==> config.mk <==
export PLATFORM = sky130hd
export DESIGN_NAME = pm_read_ctrl
export DESIGN_NICKNAME = d
export VERILOG_FILES = /design/src/rtl/pm_pkg.sv /design/src/rtl/pm_backing_rom.sv /design/src/rtl/pm_page_buf.sv /design/src/rtl/pm_access_timer.sv /design/src/rtl/pm_read_ctrl.sv
export SDC_FILE = /design/constraint.sdc
export NUM_CORES = 1
export LEC_CHECK = 0
export CAP_MARGIN = 20
export CORE_MARGIN = 2
export CORE_UTILIZATION = 55
export CTS_CLUSTER_DIAMETER = 50
export DETAILED_ROUTE_END_ITERATION = 10
export DONT_BUFFER_PORTS = 1
export PLACE_DENSITY = 0.74
export SLEW_MARGIN = 15
export SYNTH_ARGS = -nofsm -noshare
export SYNTH_HDL_FRONTEND = slang
export SYNTH_HIERARCHICAL = 1
export SYNTH_SLANG_ARGS = --single-unit
==> constraint.sdc <==
create_clock -name clk -period 2.5 [get_ports clk]
set_input_delay 0 -clock clk [delete_from_list [all_inputs] [get_ports clk]]
set_output_delay 0 -clock clk [all_outputs]
set_load 0.05 [all_outputs]
==> src/rtl/pm_pkg.sv <==
// Package: shared types and the backing-array content rule of the page-mode
// read controller. Assumes addresses fit in 64 bits.
package pm_pkg;

    // Access timer phases.
    typedef enum logic [1:0] {
        ACC_IDLE  = 2'd0,
        ACC_WAIT  = 2'd1,
        ACC_READY = 2'd2
    } acc_state_e;

    // Content of the backing array at word address a (caller truncates).
    function automatic logic [63:0] pm_cell_word(input logic [63:0] a);
        return a ^ 64'hC3A5 ^ (a >> 16);
    endfunction

endpackage

==> src/rtl/pm_backing_rom.sv <==
// Module: synchronous backing array. Returns the word at rd_addr_i one cycle
// after the request. Content is computed, so any depth costs no storage.
module pm_backing_rom
    import pm_pkg::*;
#(
    parameter int AW = 22,
    parameter int DW = 16
) (
    input  logic          clk,
    input  logic          rd_en_i,
    input  logic [AW-1:0] rd_addr_i,
    output logic [DW-1:0] rd_data_o
);

    // Registered read of the computed cell contents.
    always_ff @(posedge clk) begin
        if (rd_en_i) begin
            rd_data_o <= DW'(pm_cell_word(64'(rd_addr_i)));
        end
    end

endmodule

==> src/rtl/pm_page_buf.sv <==
// Module: page buffer with its fill sequencer. On fill_i it loads all words
// of one page from the backing array, one request per cycle. valid_o rises
// only when the last word is written. Assumes a one-cycle backing latency.
module pm_page_buf #(
    parameter int AW = 22,
    parameter int DW = 16,
    parameter int PB = 3
) (
    input  logic             clk,
    input  logic             rst_ni,
    input  logic             clear_i,
    input  logic             fill_i,
    input  logic [AW-PB-1:0] fill_page_i,
    input  logic [PB-1:0]    rd_word_i,
    output logic [DW-1:0]    rd_data_o,
    output logic             valid_o,
    output logic [AW-PB-1:0] tag_o,
    output logic             rom_en_o,
    output logic [AW-1:0]    rom_addr_o,
    input  logic [DW-1:0]    rom_data_i
);

    localparam int PW = 1 << PB;
    localparam logic [PB-1:0] LAST_IDX = '1;

    logic          active_q;
    logic [PB-1:0] issue_q;
    logic          wr_en_q;
    logic [PB-1:0] wr_idx_q;
    logic [DW-1:0] mem [PW];

    assign rom_en_o   = active_q;
    assign rom_addr_o = {tag_o, issue_q};
    assign rd_data_o  = mem[rd_word_i];

    // Fill sequencing: issue requests, track the write slot, mark completion.
    always_ff @(posedge clk) begin
        if (!rst_ni || clear_i) begin
            active_q <= 1'b0;
            issue_q  <= '0;
            wr_en_q  <= 1'b0;
            wr_idx_q <= '0;
            valid_o  <= 1'b0;
            tag_o    <= '0;
        end else if (fill_i) begin
            active_q <= 1'b1;
            issue_q  <= '0;
            wr_en_q  <= 1'b0;
            valid_o  <= 1'b0;
            tag_o    <= fill_page_i;
        end else begin
            wr_en_q  <= active_q;
            wr_idx_q <= issue_q;
            if (active_q) begin
                issue_q <= issue_q + 1'b1;
                if (issue_q == LAST_IDX) active_q <= 1'b0;
            end
            if (wr_en_q && wr_idx_q == LAST_IDX) valid_o <= 1'b1;
        end
    end

    // One storage word per page slot, written when its response returns.
    for (genvar g = 0; g < PW; g++) begin : g_word
        always_ff @(posedge clk) begin
            if (wr_en_q && wr_idx_q == PB'(g)) mem[g] <= rom_data_i;
        end
    end

endmodule

==> src/rtl/pm_access_timer.sv <==
// Module: access latency and stability timer. start_i begins an access of
// T_PAGE (hit_i) or T_RAND cycles. The sleep flag rises once the address has
// been stable for T_RAND + T_SLEEP cycles. Assumes T_SLEEP >= 1.
module pm_access_timer
    import pm_pkg::*;
#(
    parameter int T_RAND  = 13,
    parameter int T_PAGE  = 5,
    parameter int T_SLEEP = 6
) (
    input  logic clk,
    input  logic rst_ni,
    input  logic ce_i,
    input  logic start_i,
    input  logic hit_i,
    output logic load_o,
    output logic dvalid_o,
    output logic sleep_o
);

    localparam int SLP_LIM = T_RAND + T_SLEEP;
    localparam int CNT_W   = $clog2(T_RAND + 1);
    localparam int STB_W   = $clog2(SLP_LIM + 1);

    acc_state_e       state_q;
    logic [CNT_W-1:0] cnt_q;
    logic [STB_W-1:0] stab_q;

    assign load_o   = ce_i && !start_i && state_q == ACC_WAIT && cnt_q == '0;
    assign dvalid_o = state_q == ACC_READY;

    // Latency countdown, stability count and sleep entry.
    always_ff @(posedge clk) begin
        if (!rst_ni || !ce_i) begin
            state_q <= ACC_IDLE;
            cnt_q   <= '0;
            stab_q  <= '0;
            sleep_o <= 1'b0;
        end else if (start_i) begin
            state_q <= ACC_WAIT;
            cnt_q   <= hit_i ? CNT_W'(T_PAGE - 1) : CNT_W'(T_RAND - 1);
            stab_q  <= '0;
            sleep_o <= 1'b0;
        end else begin
            if (state_q == ACC_WAIT) begin
                if (cnt_q == '0) state_q <= ACC_READY;
                else             cnt_q   <= cnt_q - 1'b1;
            end
            if (state_q != ACC_IDLE && stab_q != STB_W'(SLP_LIM - 1)) begin
                stab_q <= stab_q + 1'b1;
            end
            if (stab_q == STB_W'(SLP_LIM - 1)) sleep_o <= 1'b1;
        end
    end

endmodule

==> src/rtl/pm_read_ctrl.sv <==
// Module: page-mode read access controller (top). Detects new accesses,
// decides page hit or miss, drives the page buffer and the timer, and
// latches and gates the output word. Assumes inputs settle between edges.
module pm_read_ctrl
    import pm_pkg::*;
#(
    parameter int ADDR_W    = 22,
    parameter int DATA_W    = 16,
    parameter int PAGE_BITS = 3,
    parameter int T_RAND    = 13,
    parameter int T_PAGE    = 5,
    parameter int T_SLEEP   = 6
) (
    input  logic              clk,
    input  logic              rst_ni,
    input  logic              ce_i,
    input  logic              oe_i,
    input  logic [ADDR_W-1:0] addr_i,
    output logic [DATA_W-1:0] dq_o,
    output logic              dq_oe_o,
    output logic              dvalid_o,
    output logic              sleep_o
);

    localparam int PG_W = ADDR_W - PAGE_BITS;

    logic              ce_q;
    logic [ADDR_W-1:0] addr_q;
    logic [DATA_W-1:0] data_q;
    logic              start, hit, load;
    logic              pg_valid;
    logic [PG_W-1:0]   pg_tag;
    logic [DATA_W-1:0] buf_word;
    logic              rom_en;
    logic [ADDR_W-1:0] rom_addr;
    logic [DATA_W-1:0] rom_data;

    assign start   = ce_i && (!ce_q || addr_i != addr_q);
    assign hit     = pg_valid && addr_i[ADDR_W-1:PAGE_BITS] == pg_tag;
    assign dq_oe_o = rst_ni && ce_i && oe_i;
    assign dq_o    = dq_oe_o ? data_q : '0;

    // Address and enable history for access detection.
    always_ff @(posedge clk) begin
        if (!rst_ni) begin
            ce_q   <= 1'b0;
            addr_q <= '0;
        end else begin
            ce_q   <= ce_i;
            addr_q <= addr_i;
        end
    end

    // Output latch: captured at access completion, held through sleep.
    always_ff @(posedge clk) begin
        if (!rst_ni)   data_q <= '0;
        else if (load) data_q <= buf_word;
    end

    pm_backing_rom #(.AW(ADDR_W), .DW(DATA_W)) rom_i (
        .clk       (clk),
        .rd_en_i   (rom_en),
        .rd_addr_i (rom_addr),
        .rd_data_o (rom_data)
    );

    pm_page_buf #(.AW(ADDR_W), .DW(DATA_W), .PB(PAGE_BITS)) page_i (
        .clk         (clk),
        .rst_ni      (rst_ni),
        .clear_i     (!ce_i),
        .fill_i      (start && !hit),
        .fill_page_i (addr_i[ADDR_W-1:PAGE_BITS]),
        .rd_word_i   (addr_q[PAGE_BITS-1:0]),
        .rd_data_o   (buf_word),
        .valid_o     (pg_valid),
        .tag_o       (pg_tag),
        .rom_en_o    (rom_en),
        .rom_addr_o  (rom_addr),
        .rom_data_i  (rom_data)
    );

    pm_access_timer #(.T_RAND(T_RAND), .T_PAGE(T_PAGE), .T_SLEEP(T_SLEEP)) tmr_i (
        .clk      (clk),
        .rst_ni   (rst_ni),
        .ce_i     (ce_i),
        .start_i  (start),
        .hit_i    (hit),
        .load_o   (load),
        .dvalid_o (dvalid_o),
        .sleep_o  (sleep_o)
    );

endmodule

==> reports/metrics.csv <==
stage,metric,value,unit
outcome,status,"complete, no violations",
die,core area,0.0160,sq mm
clock_network,Inserted Clock Buffers,25,
routing,met3 WL,943,microns
clock_network,H-tree depth,1,
layout,Final Util,0.655,
routing,# DRC,0,
setup_path,critical path peak fanout,16,
placement,dpl hpwl,9990,microns
die,die span in x,132,microns
synth,Synth cell types,48,
routing,initial DRC count,286,
timing,Least-Margin Pin Slew,938,ps
synth,"EDFF count, synth",144,
routing,wl on met1,7780,microns
synth,syn_nets,612,
global_route,pin count of the biggest net entering global routing,42,
synth,Post-synth ARST share,0,
clock_network,Worst-path clk slew,60,ps
setup_path,CP Class,reg2reg,
synth,Syn Inst Count,581,
synth,Main synth FF type,edfxtp_1,
setup_path,Worst Setup End Kind,register,
routing,Vias per Instance,5.57,
timing,RSZ-0062 raised after global routing,false,
layout,area delta synth->final,15.8,%
layout,Fill cells,1149,
clock_network,CTS root buf,clkbuf_16,
layout,layout cells sized above 1,0.123,
global_route,vias in the first global route,5032,
setup_path,worst path required time,2890,ps
die,# IOs,45,
global_route,GRT Resource Usage Total,0.208,
clock_network,Skew-Pair Late Insertion Delay,520,ps
timing,Final Hold Fails,0,
power_and_ir_drop,PD cells,753,mW/mm^2
timing,fmax,0.418,GHz
placement,gpl congestion,0.792,
clock_network,CTS tree,built,
synth,post-synthesis sequential area ratio,0.652,
clock_network,clk sink count,223,
power_and_ir_drop,leakage,3.67,nW
timing,Setup-failing EPs final,0,
routing,DRT Wirelength,17800,microns
timing,setup_tns,0,ps
global_route,wire length of the first global-routing pass,27900,microns
die,initial core utilization,0.566,
clock_network,post-CTS sizing,0,
synth,synthesized area per cell,15.6,sq um
setup_path,Arrival @ worst endpoint,2790,ps
synth,largest area contributor in the netlist,edfxtp_1,
synth,Synth area leaders,"edfxtp_1 48%, dfxtp_1 17%, mux4_1 8.1%",
placement,port bufs,0,
power_and_ir_drop,VDD IR max,0.591,mV
routing,DRT Pass-1 Iters,5,
die,Rows,46,
synth,mapped cell area,0.00906,sq mm
routing,vias after detailed routing,4815,
synth,top-area cell type share of the netlist area,0.477,
synth,synth warn,6,
die,Die Y,132,microns
timing,clock skew,21.5,ps
synth,post-synthesis register bit count,223,
die,DIE AREA,0.0175,sq mm
layout,fin nets,660,
flow_run,Max Cap Viol,0,
layout,FF+latch area,0.00591,sq mm
routing,antenna-violating nets left,0,
routing,Top Layer Used,met4,
timing,Worst slew margin,0.373,
routing,metal2 WL,8700,microns
layout,ant diodes,0,
routing,WL/cell,20.6,microns
global_route,initial antenna violation count,0,
timing,min Tclk post-route,2400,ps
layout,multi-input logic area,0.00284,sq mm
clock_network,buffer depth of the longest clock path,3,
timing,Max Slew Vio Count,0,
worst_hold_path,HP Class,in2reg,
timing,Final Cycle Share,0.958,
setup_path,critical path startpoint category,register,
global_route,global route overflow,0,
==> through the flow <==
step | setup WS [ps] | instance area, sq um | total power [mW] | cells | hold slack, ps
6_report | 105 | 10500 | 7.90 | 864 | 113
3_3_place_gp | 209 | 9180 | 4.34 | 769 | 125
5_1_grt | 0.761 | 10500 | 8.14 | 864 | 108
4_1_cts | 124 | 10500 | 7.94 | 862 | 95.5
3_5_place_dp | 158 | 9180 | 4.35 | 769 | 127
2_1_floorplan | 462 | 9060 | 4.31 | 581 | 127
==> area by class of cell <==
type                    count  area share
multi-input cells         302       0.271
clock buffers              34      0.0648
repair buffers             64      0.0589
inverters                  13     0.00477
flip-flops and latches    223       0.563
clock inverters            12      0.0118
well taps                 216      0.0258
==> Yosys cell counts, types with 8 or more instances <==
library cell,count
a21oi_1,9
buf_4,20
edfxtp_1,144
xor2_1,24
xnor2_1,26
and2_1,38
mux2_2,16
mux4_1,28
nor2_1,34
dfxtp_1,79
inv_1,12
nor2b_1,18
mux2i_1,40
clkbuf_1,8
==> repair_timing <==
action | CTS | global route
hold endpoints to repair | 70 | 6
buffers inserted | 0 | 0
hold buffers | 47 | 1
endpoints found under the setup margin | 0 | 0
==> critical path, stage by stage (launching register included) <==
cell and delay, ps:
dfxtp_1 320, xnor2_1 290, nand4_1 190, nor4_1 300, a31oi_1 190, inv_1 150, and4_1 190, buf_4 290
mux2i_1 240, nor2b_1 80
==> registers in the layout (all words and copies together), names as in the netlist <==
name / count
page_i/valid_o: 1
page_i/rom_en_o: 1
page_i/tag_o: 19
page_i/wr_en_q: 1
page_i/wr_idx_q: 3
data_q: 16
tmr_i/stab_q: 5
addr_q: 22
page_i/mem: 128
tmr_i/cnt_q: 4
tmr_i/sleep_o: 1
tmr_i/state_q: 2
ce_q: 1
rom_i/rd_data_o: 16
page_i/issue_q: 3
==> power by group <==
| group | total (mW) | switching (mW) | internal, mW |
|---|---|---|---|
| Sequential | 3.99 | 0.0442 | 3.95 |
| Clock | 3.53 | 1.41 | 2.12 |
| Combinational | 0.374 | 0.171 | 0.203 |
| Total | 7.90 | 1.63 | 6.27 |
==> kinds of logic (layout without fill, tap and decap cells) <==
family	Yosys count	count (layout)	synth area share
buf+inv	56	123	0.0359
flops	223	223	0.652
fa+ha+maj	5	5	0.00691
mux	88	88	0.155
xor+xnor	50	50	0.0484
simple gates	135	135	0.0847
compound gates	24	24	0.0167
==> layout by cell type, fill, tap and decap left out, drive strengths merged, types with 2 or more instances in the layout <==
cell | Yosys | layout
xor2 | 24 | 24
nor3b | 2 | 2
a311oi | 2 | 2
inv | 12 | 14
clkinvlp | 1 | 3
nand2b | 6 | 6
nor3 | 8 | 8
ha | 5 | 5
clkinv | 0 | 6
bufinv | 0 | 2
nor2b | 18 | 18
and2 | 39 | 39
nor2 | 34 | 34
edfxtp | 144 | 144
a21oi | 9 | 9
buf | 34 | 17
a31oi | 2 | 2
mux4 | 32 | 32
mux2 | 16 | 16
mux2i | 40 | 40
dlygate4sd3 | 0 | 47
dfxtp | 79 | 79
o2111ai | 2 | 2
nand3 | 4 | 4
nand2 | 3 | 3
xnor2 | 26 | 26
clkbuf | 9 | 34
o21ai | 5 | 5
nor4 | 6 | 6
nand4 | 6 | 6
==> routing by layer <==
metal,GRT usage,vias up
met5,0,-
met4,0.0597,0
met2,0.348,148
met3,0.0400,33
li1,-,2246
met1,0.279,2388
==> path summary, 6_finish.rpt <==
| check | to | cells past startpoint | from | slack, ps |
|---|---|---|---|---|
| setup / recovery | data_q[9] | 9 | addr_q[1] | 100 |
| hold / removal | tmr_i/cnt_q[3] | 4 | addr_i[16] | 110 |
| setup reg to reg | data_q[9] | 9 | addr_q[1] | 100 |
| hold reg to reg | rom_i/rd_data_o[14] | 0 | page_i/rom_en_o | 460 |
(Power assumes the default switching activity.)
